**src/rtl/wb_pkg.sv**
```systemverilog
package wb_pkg;
  typedef enum logic [1:0] {
    RD_IDLE,
    RD_MREQ,
    RD_MWAIT,
    RD_RESP
  } rd_state_e;
endpackage

```
**src/rtl/wb_entry_fifo.sv**
```systemverilog
module wb_entry_fifo #(
  parameter int AW    = 16,
  parameter int DW    = 32,
  parameter int DEPTH = 4,
  localparam int PW   = $clog2(DEPTH)
) (
  input  logic                       clk,
  input  logic                       rst_n,
  input  logic                       push,
  input  logic [AW-1:0]              push_addr,
  input  logic [DW-1:0]              push_data,
  input  logic                       pop,
  output logic                       full,
  output logic                       empty,
  output logic [AW-1:0]              head_addr,
  output logic [DW-1:0]              head_data,
  output logic [DEPTH-1:0]           slot_vld,
  output logic [DEPTH-1:0][AW-1:0]   slot_addr,
  output logic [DEPTH-1:0][DW-1:0]   slot_data,
  output logic [PW-1:0]              tail_ptr
);
  logic [DEPTH-1:0][AW-1:0] addr_q;
  logic [DEPTH-1:0][DW-1:0] data_q;
  logic [DEPTH-1:0]         vld_q;
  logic [PW-1:0]            head_q, tail_q;

  // pointers wrap naturally: DEPTH is a power of two
  always_ff @(posedge clk) begin
    if (!rst_n) begin
      head_q <= '0;
      tail_q <= '0;
    end else begin
      if (push) tail_q <= tail_q + PW'(1);
      if (pop)  head_q <= head_q + PW'(1);
    end
  end

  for (genvar g = 0; g < DEPTH; g++) begin : g_slot
    always_ff @(posedge clk) begin
      if (!rst_n) begin
        vld_q[g] <= 1'b0;
      end else if (push && tail_q == PW'(g)) begin
        vld_q[g] <= 1'b1;
      end else if (pop && head_q == PW'(g)) begin
        vld_q[g] <= 1'b0;
      end
    end
    always_ff @(posedge clk) begin
      if (push && tail_q == PW'(g)) begin
        addr_q[g] <= push_addr;
        data_q[g] <= push_data;
      end
    end
  end

  assign full      = &vld_q;
  assign empty     = ~|vld_q;
  assign head_addr = addr_q[head_q];
  assign head_data = data_q[head_q];
  assign slot_vld  = vld_q;
  assign slot_addr = addr_q;
  assign slot_data = data_q;
  assign tail_ptr  = tail_q;


  no_overflow_chk: assert property (@(posedge clk) disable iff (!rst_n)
    push |-> !full);

  no_underflow_chk: assert property (@(posedge clk) disable iff (!rst_n)
    pop |-> !empty);

  head_follows_chk: assert property (@(posedge clk) disable iff (!rst_n)
    pop |=> (head_q == $past(head_q) + PW'(1)));
endmodule

```
**src/rtl/wb_fwd_match.sv**
```systemverilog
module wb_fwd_match #(
  parameter int AW    = 16,
  parameter int DW    = 32,
  parameter int DEPTH = 4,
  localparam int PW   = $clog2(DEPTH)
) (
  input  logic [DEPTH-1:0]           slot_vld,
  input  logic [DEPTH-1:0][AW-1:0]   slot_addr,
  input  logic [DEPTH-1:0][DW-1:0]   slot_data,
  input  logic [PW-1:0]              tail_ptr,
  input  logic [AW-1:0]              look_addr,
  output logic                       hit,
  output logic [DW-1:0]              hit_data
);
  // order 0 is the most recently written slot, order DEPTH-1 the oldest
  logic [DEPTH-1:0][PW-1:0] ord_idx;
  logic [DEPTH-1:0]         ord_hit;

  for (genvar g = 0; g < DEPTH; g++) begin : g_ord
    assign ord_idx[g] = tail_ptr - PW'(g + 1);
    assign ord_hit[g] = slot_vld[ord_idx[g]] && (slot_addr[ord_idx[g]] == look_addr);
  end

  always_comb begin
    hit      = |ord_hit;
    hit_data = '0;
    for (int k = DEPTH - 1; k >= 0; k--) begin
      if (ord_hit[k]) hit_data = slot_data[ord_idx[k]];
    end
  end
endmodule

```
**src/rtl/wb_read_ctrl.sv**
```systemverilog
module wb_read_ctrl
  import wb_pkg::*;
#(
  parameter int AW = 16,
  parameter int DW = 32
) (
  input  logic          clk,
  input  logic          rst_n,
  input  logic          rd_valid,
  output logic          rd_ready,
  input  logic [AW-1:0] rd_addr,
  input  logic          hit,
  input  logic [DW-1:0] hit_data,
  output logic          rd_rsp_valid,
  output logic [DW-1:0] rd_rsp_data,
  output logic          mr_valid,
  input  logic          mr_ready,
  output logic [AW-1:0] mr_addr,
  input  logic          mr_rsp_valid,
  input  logic [DW-1:0] mr_rsp_data,
  output logic          busy
);
  rd_state_e     st_q;
  logic [AW-1:0] addr_q;
  logic [DW-1:0] data_q;

  always_ff @(posedge clk) begin
    if (!rst_n) begin
      st_q   <= RD_IDLE;
      addr_q <= '0;
      data_q <= '0;
    end else begin
      unique case (st_q)
        RD_IDLE: if (rd_valid) begin
          addr_q <= rd_addr;
          if (hit) begin
            data_q <= hit_data;
            st_q   <= RD_RESP;
          end else begin
            st_q   <= RD_MREQ;
          end
        end
        RD_MREQ:  if (mr_ready) st_q <= RD_MWAIT;
        RD_MWAIT: if (mr_rsp_valid) begin
          data_q <= mr_rsp_data;
          st_q   <= RD_RESP;
        end
        RD_RESP:  st_q <= RD_IDLE;
        default:  st_q <= RD_IDLE;
      endcase
    end
  end

  assign rd_ready     = (st_q == RD_IDLE);
  assign mr_valid     = (st_q == RD_MREQ);
  assign mr_addr      = addr_q;
  assign rd_rsp_valid = (st_q == RD_RESP);
  assign rd_rsp_data  = data_q;
  assign busy         = (st_q != RD_IDLE);


  fwd_latency_chk: assert property (@(posedge clk) disable iff (!rst_n)
    (rd_valid && rd_ready && hit) |=> (rd_rsp_valid && rd_rsp_data == $past(hit_data) && !mr_valid));

  miss_issue_chk: assert property (@(posedge clk) disable iff (!rst_n)
    (rd_valid && rd_ready && !hit) |=> (mr_valid && mr_addr == $past(rd_addr)));

  miss_return_chk: assert property (@(posedge clk) disable iff (!rst_n)
    (busy && !mr_valid && mr_rsp_valid) |=> (rd_rsp_valid && rd_rsp_data == $past(mr_rsp_data)));

  mr_hold_chk: assert property (@(posedge clk) disable iff (!rst_n)
    (mr_valid && !mr_ready) |=> (mr_valid && $stable(mr_addr)));
endmodule

```
**src/rtl/wb_write_buffer.sv**
```systemverilog
module wb_write_buffer #(
  parameter int AW    = 16,
  parameter int DW    = 32,
  parameter int DEPTH = 4
) (
  input  logic          clk,
  input  logic          rst_n,
  input  logic          st_valid,
  output logic          st_ready,
  input  logic [AW-1:0] st_addr,
  input  logic [DW-1:0] st_data,
  input  logic          rd_valid,
  output logic          rd_ready,
  input  logic [AW-1:0] rd_addr,
  output logic          rd_rsp_valid,
  output logic [DW-1:0] rd_rsp_data,
  output logic          mw_valid,
  input  logic          mw_ready,
  output logic [AW-1:0] mw_addr,
  output logic [DW-1:0] mw_data,
  output logic          mr_valid,
  input  logic          mr_ready,
  output logic [AW-1:0] mr_addr,
  input  logic          mr_rsp_valid,
  input  logic [DW-1:0] mr_rsp_data
);
  localparam int PW = $clog2(DEPTH);

  logic                     full, empty, push, pop;
  logic [DEPTH-1:0]         slot_vld;
  logic [DEPTH-1:0][AW-1:0] slot_addr;
  logic [DEPTH-1:0][DW-1:0] slot_data;
  logic [PW-1:0]            tail_ptr;
  logic                     hit, rd_busy, drain_held_q;
  logic [DW-1:0]            hit_data;

  assign st_ready = !full;
  assign push     = st_valid && st_ready;
  assign pop      = mw_valid && mw_ready;

  // a held offer must complete; a new one waits for the read side to be quiet
  assign mw_valid = !empty && (drain_held_q || (!rd_busy && !rd_valid));

  always_ff @(posedge clk) begin
    if (!rst_n) drain_held_q <= 1'b0;
    else        drain_held_q <= mw_valid && !mw_ready;
  end

  wb_entry_fifo #(.AW(AW), .DW(DW), .DEPTH(DEPTH)) u_fifo (
    .clk(clk), .rst_n(rst_n),
    .push(push), .push_addr(st_addr), .push_data(st_data),
    .pop(pop), .full(full), .empty(empty),
    .head_addr(mw_addr), .head_data(mw_data),
    .slot_vld(slot_vld), .slot_addr(slot_addr), .slot_data(slot_data),
    .tail_ptr(tail_ptr)
  );

  wb_fwd_match #(.AW(AW), .DW(DW), .DEPTH(DEPTH)) u_match (
    .slot_vld(slot_vld), .slot_addr(slot_addr), .slot_data(slot_data),
    .tail_ptr(tail_ptr), .look_addr(rd_addr),
    .hit(hit), .hit_data(hit_data)
  );

  wb_read_ctrl #(.AW(AW), .DW(DW)) u_rdctl (
    .clk(clk), .rst_n(rst_n),
    .rd_valid(rd_valid), .rd_ready(rd_ready), .rd_addr(rd_addr),
    .hit(hit), .hit_data(hit_data),
    .rd_rsp_valid(rd_rsp_valid), .rd_rsp_data(rd_rsp_data),
    .mr_valid(mr_valid), .mr_ready(mr_ready), .mr_addr(mr_addr),
    .mr_rsp_valid(mr_rsp_valid), .mr_rsp_data(mr_rsp_data),
    .busy(rd_busy)
  );


  mw_hold_chk: assert property (@(posedge clk) disable iff (!rst_n)
    (mw_valid && !mw_ready) |=> (mw_valid && $stable(mw_addr) && $stable(mw_data)));

  read_first_chk: assert property (@(posedge clk) disable iff (!rst_n)
    (mw_valid && !$past(mw_valid && !mw_ready)) |-> (!rd_valid && rd_ready));

  stall_release_chk: assert property (@(posedge clk) disable iff (!rst_n)
    (!st_ready && mw_valid && mw_ready) |=> st_ready);
endmodule

```
**config.mk**
```make
export PLATFORM = sky130hd
export DESIGN_NAME = wb_write_buffer
export DESIGN_NICKNAME = d
export VERILOG_FILES = /design/src/rtl/wb_pkg.sv /design/src/rtl/wb_entry_fifo.sv /design/src/rtl/wb_fwd_match.sv /design/src/rtl/wb_read_ctrl.sv /design/src/rtl/wb_write_buffer.sv
export SDC_FILE = /design/constraint.sdc
export NUM_CORES = 1
export LEC_CHECK = 0
export ABC_AREA = 1
export BUFFER_PORTS_ARGS = -buffer_cell sky130_fd_sc_hd__buf_2
export CORE_ASPECT_RATIO = 1.4
export CORE_MARGIN = 8
export CORE_UTILIZATION = 28
export CTS_CLUSTER_SIZE = 12
export DETAILED_ROUTE_END_ITERATION = 10
export PLACE_DENSITY_LB_ADDON = 0.08
export SYNTH_ARGS = -nofsm -noshare
export SYNTH_HDL_FRONTEND = slang
export SYNTH_HIERARCHICAL = 1
export SYNTH_SLANG_ARGS = --single-unit
```
**constraint.sdc**
```tcl
create_clock -name clk -period 3.6 [get_ports clk]
set_input_delay 0.18 -clock clk [delete_from_list [all_inputs] [get_ports clk]]
set_output_delay 0.18 -clock clk [all_outputs]
set_load 0.005 [all_outputs]
```
## After elaboration in Yosys (flattened, before gate mapping)

Index checks and enable logic that the tools add are counted.

| operators by class | value |
|---|---|
| multiplexer cells | 49 |
| equality and inequality tests | 17 |
| magnitude comparators | 5 |
| $add $sub $neg | 5 |
| reductions and logical operators | 37 |

Operators by type and width:

| kind | number |
|---|---|
| 32-bit two-way mux | 12 |
| 32-bit binary-select mux with 2-bit select | 5 |
| 16-bit binary-select mux with 2-bit select | 5 |
| 16-bit two-way mux | 5 |
| 16-bit == test | 4 |
| 32-bit case mux with 2 select lines | 1 |
| 1-bit logical AND | 17 |
| 2-bit by 3-bit < comparator with 1-bit output, second input constant | 5 |
| 2-bit == test, second input constant | 6 |
| 1-bit two-way mux | 12 |
| 2-bit nonzero test | 6 |
| 1-bit binary-select mux with 2-bit select | 4 |
| 2-bit two-way mux | 4 |
| 2-bit case mux with 4 select lines | 1 |
| 4-bit AND reduction | 2 |
| 4-bit OR reduction | 2 |
| 2-bit by 1-bit == test with 1-bit output, second input constant | 3 |
| 2-bit zero test | 3 |
| 2-bit by 1-bit adder with 2-bit output, second input constant | 2 |
| 1-bit zero test | 4 |
| 2-bit by 1-bit != test with 1-bit output, second input constant | 2 |
| 2-bit != test, second input constant | 2 |
| 2-bit subtractor, second input constant | 2 |
| 3-bit AND reduction | 1 |
| 3 further kinds | 3 |

| storage, ports and cells | value |
|---|---|
| register bits after elaboration | 251 |
| output and inout bits | 101 |
| word-level logic and storage cells | 131 |
| input bits | 103 |

## Longest topological paths before layout

Gate-level depths: netlist of run 1.

| logic depth | value |
|---|---|
| depth in word-level cells | 11 |
| gate-level depth with buffers | 24 |
| gate-level depth less buffers | 21 |

## Modules after synthesis

The synthesis of run 1 kept the hierarchy.

By module, submodules not included:

| module | times used | seq. area each (um^2) | area each (um^2) | cells each |
|---|---|---|---|---|
| wb_entry_fifo | 1 | 5925.7 | 8509.4 | 813 |
| wb_fwd_match | 1 | 0.0 | 7109.3 | 1513 |
| wb_read_ctrl | 1 | 1001.0 | 2620.0 | 445 |
| wb_write_buffer | 1 | 20.0 | 66.3 | 13 |

## Worst setup path after synthesis of run 1

OpenSTA, ideal clock, no wires.

| timing | value |
|---|---|
| path kind | reg2reg |
| start | reg u_fifo.tail_q[0], in the netlist u_fifo/tail_ptr[0] |
| end | reg u_rdctl.data_q[0], in the netlist u_rdctl/rd_rsp_data[0] |
| required time | 3.487 ns |
| stages on the path, launching flop included | 21 |
| arrival | 2.479 ns |
| library setup time | 0.113 ns |
| slack | 1.008 ns |
| path buffers | 6 |
| clock period less this slack | 2.592 ns |
| path through | dfxtp_1 -> buf_6 -> buf_6 -> buf_6 -> nand2_1 -> and2_1 -> nand2_1 -> nand2_1 -> xor2_1 -> nor3_2 -> nand3_1 -> buf_2 -> buf_2 -> nand4_1 -> nand2_1 -> inv_1 -> nor2_1 -> nor2_4 -> buf_2 -> nor2_1 -> nor2_1 |

| on the way | value |
|---|---|
| elaborated cells between the ends (all ways) | 45 |
| classes of those cells | 3 x add/sub; 5 x eq/ne; 31 x mux; 6 x reduce/logical |

RTL lines:

| what | RTL line | text |
|---|---|---|
| start, declared | wb_entry_fifo.sv:25 | `logic [PW-1:0] head_q, tail_q;` |
| start signal, assigned | wb_entry_fifo.sv:33 | `if (push) tail_q <= tail_q + PW'(1);` |
| 2-bit by 1-bit subtractor with 2-bit output or 2-bit subtractor (tied branches) | wb_fwd_match.sv:20 | `assign ord_idx[g] = tail_ptr - PW'(g + 1);` |
| 16-bit binary-select mux with 2-bit select | wb_fwd_match.sv:21 | `assign ord_hit[g] = slot_vld[ord_idx[g]] && (slot_addr[ord_idx[g]] == look_addr);` |
| 16-bit two-way mux (implied by the code) | wb_fwd_match.sv:21 |  |
| 16-bit == test | wb_fwd_match.sv:21 |  |
| 1-bit logical AND | wb_fwd_match.sv:21 |  |
| 4-bit OR reduction * | wb_fwd_match.sv:25 | `hit = \|ord_hit;` |
| net hit | wb_write_buffer.sv:34 | `logic hit, rd_busy, drain_held_q;` |
| 2-bit by 1-bit != test with 1-bit output (no line) * | - |  |
| 4-bit AND reduction (no line) * | - |  |
| end signal, assigned | wb_read_ctrl.sv:37 | `data_q <= hit_data;` |
| end signal, assigned | wb_read_ctrl.sv:45 | `data_q <= mr_rsp_data;` |
| end, declared | wb_read_ctrl.sv:25 | `logic [DW-1:0] data_q;` |

The timed path passes the listed nets; every way through them passes the cells marked *. The select of a mux whose other input is x is not followed.
A chain may end at the register's enable or synchronous reset.

## Worst setup path in the final report of run 1

| timing | value |
|---|---|
| start | reg u_fifo.tail_q[0], in the netlist u_fifo/tail_ptr[0] |
| end | reg u_rdctl.data_q[30], in the netlist u_rdctl/rd_rsp_data[30] |

| on the way | value |
|---|---|
| cells in the longest elaborated chain, start to end | 11 |
| elaborated cells between the ends (all ways) | 45 |
| classes of those cells | 3 x add/sub; 5 x eq/ne; 31 x mux; 6 x reduce/logical |

RTL lines:

| what | RTL line | text |
|---|---|---|
| 2-bit subtractor or 16-bit binary-select mux with 2-bit select (tied branches) | wb_fwd_match.sv:20, wb_fwd_match.sv:21 |  |
| 16-bit binary-select mux with 2-bit select or 16-bit two-way mux (tied branches) | wb_fwd_match.sv:21 |  |
| 16-bit two-way mux (implied by the code) or 16-bit == test (tied branches) | wb_fwd_match.sv:21 |  |
| 16-bit == test or 1-bit logical AND (tied branches) | wb_fwd_match.sv:21 |  |
| 1-bit logical AND or 32-bit two-way mux (tied branches) | wb_fwd_match.sv:21, wb_fwd_match.sv:28 |  |
| 32-bit two-way mux (2 in series) | wb_fwd_match.sv:28 | `if (ord_hit[k]) hit_data = slot_data[ord_idx[k]];` |
| 32-bit two-way mux * | wb_fwd_match.sv:28 |  |
| net hit_data[30] | wb_write_buffer.sv:35 | `logic [DW-1:0] hit_data;` |
| 32-bit two-way mux * | wb_read_ctrl.sv:36 | `if (hit) begin` |
| 32-bit two-way mux * | wb_read_ctrl.sv:34 | `RD_IDLE: if (rd_valid) begin` |
| 32-bit case mux with 2 select lines * | wb_read_ctrl.sv:33 | `unique case (st_q)` |

Marked as above.

==> flow_metrics.tcl, run 1 <==
set metrics [dict create \
    status "finished, final reports clean" \
    routedWlPerCell_um 18.9 \
    synth_top_family_by_area "simple AND/OR/NAND/NOR gates" \
    pwr_density_cell_nw_per_um2 433 \
    relSlewSlack_pct 21.0 \
    critPathMostFrequentCell "nand2_1" \
    dp_hpwl_um 49800 \
    wirelength_um 72700 \
    clk_latency_ns 0.58 \
    cpPeakStageDelay_ns 0.39 \
    drc 0 \
    cp_slowest_cell "dfxtp_4" \
    root_buffer "clkbuf_16" \
    rows 111 \
    ys_seq_elements 251 \
    filler_cell_count 7037 \
    tritoncts "built" \
    finalCritPeriodShare_pct 90.3 \
    io_pins 204 \
    synth_adder_area_share_pct 0.820 \
    clkSinkCount 251 \
    drv_cap 0 \
    ys_seq_area_share_pct 37.9 \
    vdd.ir_drop.worst_mv 0.318 \
    synth_ff_type "edfxtp_1" \
    vias_per_cell 4.78 \
    crit_path_cell_trace "inv_4 > buf_16 > nand2_1 > nand2_1 > nand2_1 > o21ai_0 > nand2_1 > nand2_1 > nand2_1 > nor2_1 > nand3_1 > nor2_4 > buf_6 > nor2_1 > a21oi_1 > inv_1 > nor2_1 > nor2_1 > nand3_1 > nand2_1 > nor2_1" \
    hold_path.class "input pin to flip-flop" \
    yosysUniqueCellTypes 34 \
    diodes 0 \
    clock_skew_ns 0.0187 \
    grt_remaining_overflow 0 \
    clkTransAtPathRegs_ns 0.06 \
    grt_max_degree 84 \
    fin_ws_ns 0.349 \
    setup_violations 0 \
    die_y_um 319 \
    fmax_ghz 0.308 \
    core-area_um2 65100 \
    fin_util_pct 33.3 \
    clock_path_buffers 3 \
    endpoint_kind "flip-flop" \
    die_w_um 232 \
    period_minus_slack_ns 3.25 \
    worst_pin_slew_ns 1.18 \
    async_flop_share_pct 0 \
    crit_fanout 83 \
    postCtsSetupRepairBufs 0 \
    drive_gt1_share_pct 10.8 \
    cp.required_ns 4.12 \
    synth_simple_gate_area_share_pct 35.0 \
    io_buffers 203 \
    globalplace.congestion 0.851 \
    yosys.area_share.xor_xnor_pct 0.431 \
    drv_slew 0 \
    syn_inst 2784 \
    dpl_worst_slack_ns 0.248 \
    grt_pass1_vias 18000 \
    nNetsFinal 3089 \
    synth_edf_count 192 \
    first_pass_iters 8 \
    final_cell_area_um2 21700 \
    antenna_found_initial 0 \
    cts_max_level 1 \
    avgSynthCellArea_um2 6.58 \
    finalHoldViolations 0 \
    cp-start-kind "flip-flop" \
    tns_ns 0 \
    synth_area_um2 18300 \
    grt_usage_pct 18.8 \
    worstSetupPathType "flip-flop to flip-flop" \
    syn_nets 2899 \
    synth_mux_area_share_pct 3.50 \
    area_growth_pct 18.6 \
    initial_core_util_pct 28.1 \
    dieArea_um2 73900 \
    ant_nets 0 \
    grt_pass1_wl_um 108000 \
    placed_area_um2 19900 \
    cp.arrival_ns 3.77 \
    synth_compound_area_share_pct 8.59 \
    vias 18400 \
    yosysWarnings 6 \
    cts_made_buffers 31 \
    rsz0062_at_grt "no" \
    leakage_nw 10.6 \
    drt-initial-drc-count 1071 \
]
[synthesized netlist by cell type (3+ instances only)]
cell	n	area (µm²)
o21ai_0	221	1110
nand3_1	264	1320
nand4_1	67	419
mux2i_1	64	641
o211ai_1	11	82.6
buf_6	16	180
xor2_1	9	78.8
nand2_1	906	3400
nor2_1	299	1120
o21ai_1	34	170
buf_4	19	143
nor2_2	4	25.0
edfxtp_1	192	5770
inv_2	3	11.3
ha_1	12	150
buf_1	7	26.3
clkbuf_1	40	150
nor2_4	4	45.0
inv_1	412	1550
buf_2	86	430
dfxtp_1	59	1180
a21oi_1	38	190
[layout make-up]
class                      count  area [µm²]  area share [%]
clock buffer                  40         830            3.82
timing repair buffer         325        2270            10.5
multi-input combinational   1948        8880            40.9
sequential                   251        6960            32.0
tap                          847        1060            4.88
inverter                     417        1570            7.23
clock inverter                17         143           0.657
[timing repair]
action	CTS	global route
endpoints found under the setup margin	0	31
endpoints found under the hold margin	223	0
hold buffers	80	0
resized for setup	0	4
[registers in the layout, indices dropped and copies added, names as in the netlist]
register	flops
u_fifo/slot_data	128
u_fifo/slot_addr	64
u_rdctl/rd_rsp_data	32
u_rdctl/mr_addr	16
u_fifo/slot_vld	4
u_fifo/head_q	2
u_fifo/tail_ptr	2
u_rdctl/st_q	2
drain_held_q	1
[power by group]
group | switching, W | internal (W)
registers | 0.000157 | 0.00336
clock network | 0.00128 | 0.00176
logic | 0.00190 | 0.000941
[critical path: cells and delay by family (launching register included)]
kind,cells,cell delay (ns)
AND/OR/NAND/NOR,15,1.47
AO/OA/AOI/OAI,2,0.44
buffers and inverters,4,0.82
flip-flops,1,0.39
[metrics by stage]
stage | std cells | hold slack, ns | total power, W
global route | 3845 | 0.0425 | 0.00999
global placement | 3707 | 0.395 | 0.00636
detailed placement | 3707 | 0.397 | 0.00638
finish | 3845 | 0.0406 | 0.00939
floorplan | 2784 | 0.279 | 0.00535
CTS | 3844 | 0.000355 | 0.00955
[cells by family after synthesis]
family | Yosys count
buffers and inverters | 586
AOI/OAI and AO/OA | 307
adders and majority gates | 12
DFF | 251
and+or+nand+nor | 1555
muxes | 64
xor gates and xnor gates | 9
[path summary, 6_finish.rpt]
check                             startpoint                                   end  depth (start not counted)  slack (ns)
max          u_fifo/tail_ptr[0]$_SDFFE_PN0P_  u_rdctl/rd_rsp_data[30]$_SDFFE_PN0P_                         21        0.35
min                           mr_rsp_data[5]   u_rdctl/rd_rsp_data[5]$_SDFFE_PN0P_                          7        0.04
max reg2reg  u_fifo/tail_ptr[0]$_SDFFE_PN0P_  u_rdctl/rd_rsp_data[30]$_SDFFE_PN0P_                         21        0.35
min reg2reg  u_rdctl/mr_addr[4]$_SDFFE_PN0P_       u_rdctl/mr_addr[4]$_SDFFE_PN0P_                          2        0.48
[metal layers]
layer	wire [µm]	vias to the layer above	track usage (%)
met5	0	-	0
met4	2690	0	6.89
met3	2670	115	1.96
met2	39800	416	37.1
met1	27500	8638	20.0
li1	-	9193	-
[placed cells by master, fill, tap and decap left out, types with 3 or more instances in the layout]
cell and n:
o21ai_0 221, mux2i_1 64, nand4_1 67, clkbuf_1 7, nand3_1 263, clkinv_2 8
dfxtp_1 55, nor2_1 299, edfxtp_1 192, inv_2 7, nor2_4 5, dlygate4sd3_1 80
inv_1 408, o21ai_1 33, clkbuf_16 31, xor2_1 9, nand2_1 906, o211ai_1 11
buf_12 9, dfxtp_4 3, a21oi_1 38, buf_2 203, clkinvlp_4 3, buf_4 30
nor2_2 4, ha_1 11, clkinv_1 3
(Power assumes the default switching activity.)
==> run 2, diff against run 1 <==
--- a/config.mk
+++ b/config.mk
@@ -15,5 +15,4 @@
 export PLACE_DENSITY_LB_ADDON = 0.08
 export SYNTH_ARGS = -nofsm -noshare
 export SYNTH_HDL_FRONTEND = slang
-export SYNTH_HIERARCHICAL = 1
 export SYNTH_SLANG_ARGS = --single-unit
==> run 2 against run 1 <==
  * Core utilization is 0.58 points higher
  * Sequential share of layout area up 3.1 points
  * Sequential power is 2% lower
  * Global-route usage is 0.67 points higher
  * Critical path type unchanged
==> flow_metrics.tcl, run 2 <==
set metrics [dict create \
    finalHoldViolations 0 \
    cp.arrival_ns 3.82 \
    synth_top_area_share_pct 35.1 \
    largest_reg_flops 128 \
    core-area_um2 58300 \
    relSlewSlack_pct 33.8 \
    yosysWarnings 0 \
    vias 16100 \
    drive_gt1_share_pct 12.0 \
    final_common_cell "nand2_1" \
    ys_seq_area_share_pct 42.3 \
    pwr_density_cell_nw_per_um2 463 \
    cp-start-kind "flip-flop" \
    routedWlPerCell_um 20.5 \
    initial_core_util_pct 28.2 \
    hold_ws_ns 0.0240 \
    crit_fanout 26 \
    cts_made_buffers 31 \
    grt_remaining_overflow 0 \
    dpl_worst_slack_ns 0.176 \
    synth_top_cell_by_area "edfxtp_1" \
    cp.required_ns 4.10 \
    clkTransAtPathRegs_ns 0.06 \
    drc 0 \
    clock_skew_ns 0.00953 \
    ant_nets 0 \
    tritoncts "built" \
    synth_edf_count 192 \
    cts_max_level 1 \
    fmax_ghz 0.301 \
    clock_path_buffers 3 \
    grt_max_degree 204 \
    die_w_um 221 \
    multi_input_area_um2 8350 \
    nNetsFinal 2585 \
    mostFrequentLayoutCells "nand2_1, nor2_1, o21ai_0, buf_2, nand3_1" \
    worst_pin_slew_ns 0.993 \
    vias_per_cell 4.96 \
    drv_cap 0 \
    globalplace.congestion 0.850 \
    area_growth_pct 20.4 \
    status "finished, final reports clean" \
    dieArea_um2 66800 \
    drt-initial-drc-count 1029 \
    async_flop_share_pct 0 \
    synth_most_common_cell "nand2_1" \
    grt_usage_pct 19.5 \
    worstSetupPathType "flip-flop to flip-flop" \
    synthTopCellsByCount "nand2_1, nor2_1, o21ai_0" \
    synth_area_um2 16400 \
    grt_pass1_vias 16000 \
    leakage_nw 8.97 \
    clkSinkCount 251 \
    hold_path.class "input pin to flip-flop" \
    yosysUniqueCellTypes 29 \
    avgSynthCellArea_um2 7.22 \
    period_minus_slack_ns 3.33 \
    vdd.ir_drop.worst_mv 0.378 \
    rsz0062_at_grt "no" \
    drv_slew 0 \
    tns_ns 0 \
    ys_seq_elements 251 \
    synth_ff_type "edfxtp_1" \
    finalPower_w 0.00915 \
    endpoint_kind "flip-flop" \
    grt_pass1_wl_um 98700 \
    filler_cell_count 6294 \
    setup_violations 0 \
    finalCritPeriodShare_pct 92.4 \
    syn_inst 2276 \
    first_pass_iters 5 \
    io_pins 204 \
    clk_latency_ns 0.58 \
    die_y_um 303 \
    wirelength_um 66600 \
    dp_hpwl_um 43700 \
    root_buffer "clkbuf_16" \
    syn_nets 2391 \
    rows 105 \
    synth_area_leaders "edfxtp_1, nand2_1, mux2i_1" \
    fin_ws_ns 0.274 \
    register_area_um2 6960 \
    postCtsSetupRepairBufs 0 \
    antenna_found_initial 1 \
    io_buffers 203 \
]
[run 2: cell types whose count changed after synthesis, sizes merged, moves of 9 or more]
cell	previous run	this run
nand4	67	3
clkbuf	41	94
o22ai	2	48
a21oi	38	90
nand2	909	634
mux2i	64	128
nand3	265	202
inv	417	146
buf	128	54
nor2	307	334
o211ai	11	2
[run 2: final timing paths]
kind,cells past startpoint,end,start,slack [ns]
max,18,u_rdctl.rd_rsp_data[15]$_SDFFE_PN0P_,u_fifo.tail_ptr[1]$_SDFFE_PN0P_,0.27
min,5,u_rdctl.rd_rsp_data[10]$_SDFFE_PN0P_,mr_rsp_data[10],0.02
max reg2reg,18,u_rdctl.rd_rsp_data[15]$_SDFFE_PN0P_,u_fifo.tail_ptr[1]$_SDFFE_PN0P_,0.27
min reg2reg,2,u_rdctl.rd_rsp_data[8]$_SDFFE_PN0P_,u_rdctl.rd_rsp_data[8]$_SDFFE_PN0P_,0.47
[run 2: what timing repair did]
| item | in CTS | in global routing |
|---|---|---|
| gates resized for setup | 0 | 1 |
| endpoints found under the setup margin | 0 | 31 |
| endpoints found under the hold margin | 218 | 0 |
| hold buffers | 72 | 0 |
[run 2: final cells by class]
cell class | instances | share of cell area [%]
flip-flops and latches | 251 | 35.2
clock buffers | 48 | 4.29
diodes | 1 | 0.0127
clock inverters | 7 | 0.158
well taps | 749 | 4.74
inverters | 146 | 2.81
repair buffers | 309 | 10.6
multi-input cells | 1731 | 42.2
[run 2: worst max-delay path: stages, from the launching register on]
cell and delay (ns):
dfxtp_4 0.35, clkinv_2 0.07, ha_4 0.27, clkinv_2 0.37
buf_4 0.36, nand3_1 0.09, nand2_1 0.08, nand2_1 0.06
o21ai_0 0.08, nor2_1 0.16, nand2_1 0.07, nor2_1 0.08
nand3_1 0.21, nand2_1 0.21, o21ai_4 0.11, buf_4 0.22
nor2_1 0.23, nand2_1 0.08, a21oi_1 0.12
[run 2: cell families (layout without fill, tap and decap cells)]
group	after synthesis	in the layout	share of synthesized area, %
AO/OA/AOI/OAI	403	403	12.8
XOR/XNOR	8	8	0.426
adder cells (fa/ha/maj)	12	12	0.914
buffers and inverters	294	510	7.15
flip-flops	251	251	42.3
multiplexers	128	128	7.80
other	0	1	0
AND/OR/NAND/NOR	1180	1180	28.7
[run 2: metal layers]
metal  GRT usage (%)  wire length (µm)
met1            22.4             27100
met3            2.35              2720
met4            6.71              2120
met5               0                17
met2            36.6             34600
[run 2: power by group]
part	internal, W	switching [W]	total (W)
logic	0.000953	0.00194	0.00289
registers	0.00332	0.000119	0.00344
clock network	0.00160	0.00123	0.00282
[run 2: through the flow]
stage	instances	area, µm²	utilization (%)
3_3_place_gp	3114	18200	31.2
4_1_cts	3241	19800	33.9
6_report	3242	19800	33.9
2_1_floorplan	2276	16400	-
5_1_grt	3241	19800	33.9
3_5_place_dp	3114	18200	31.2
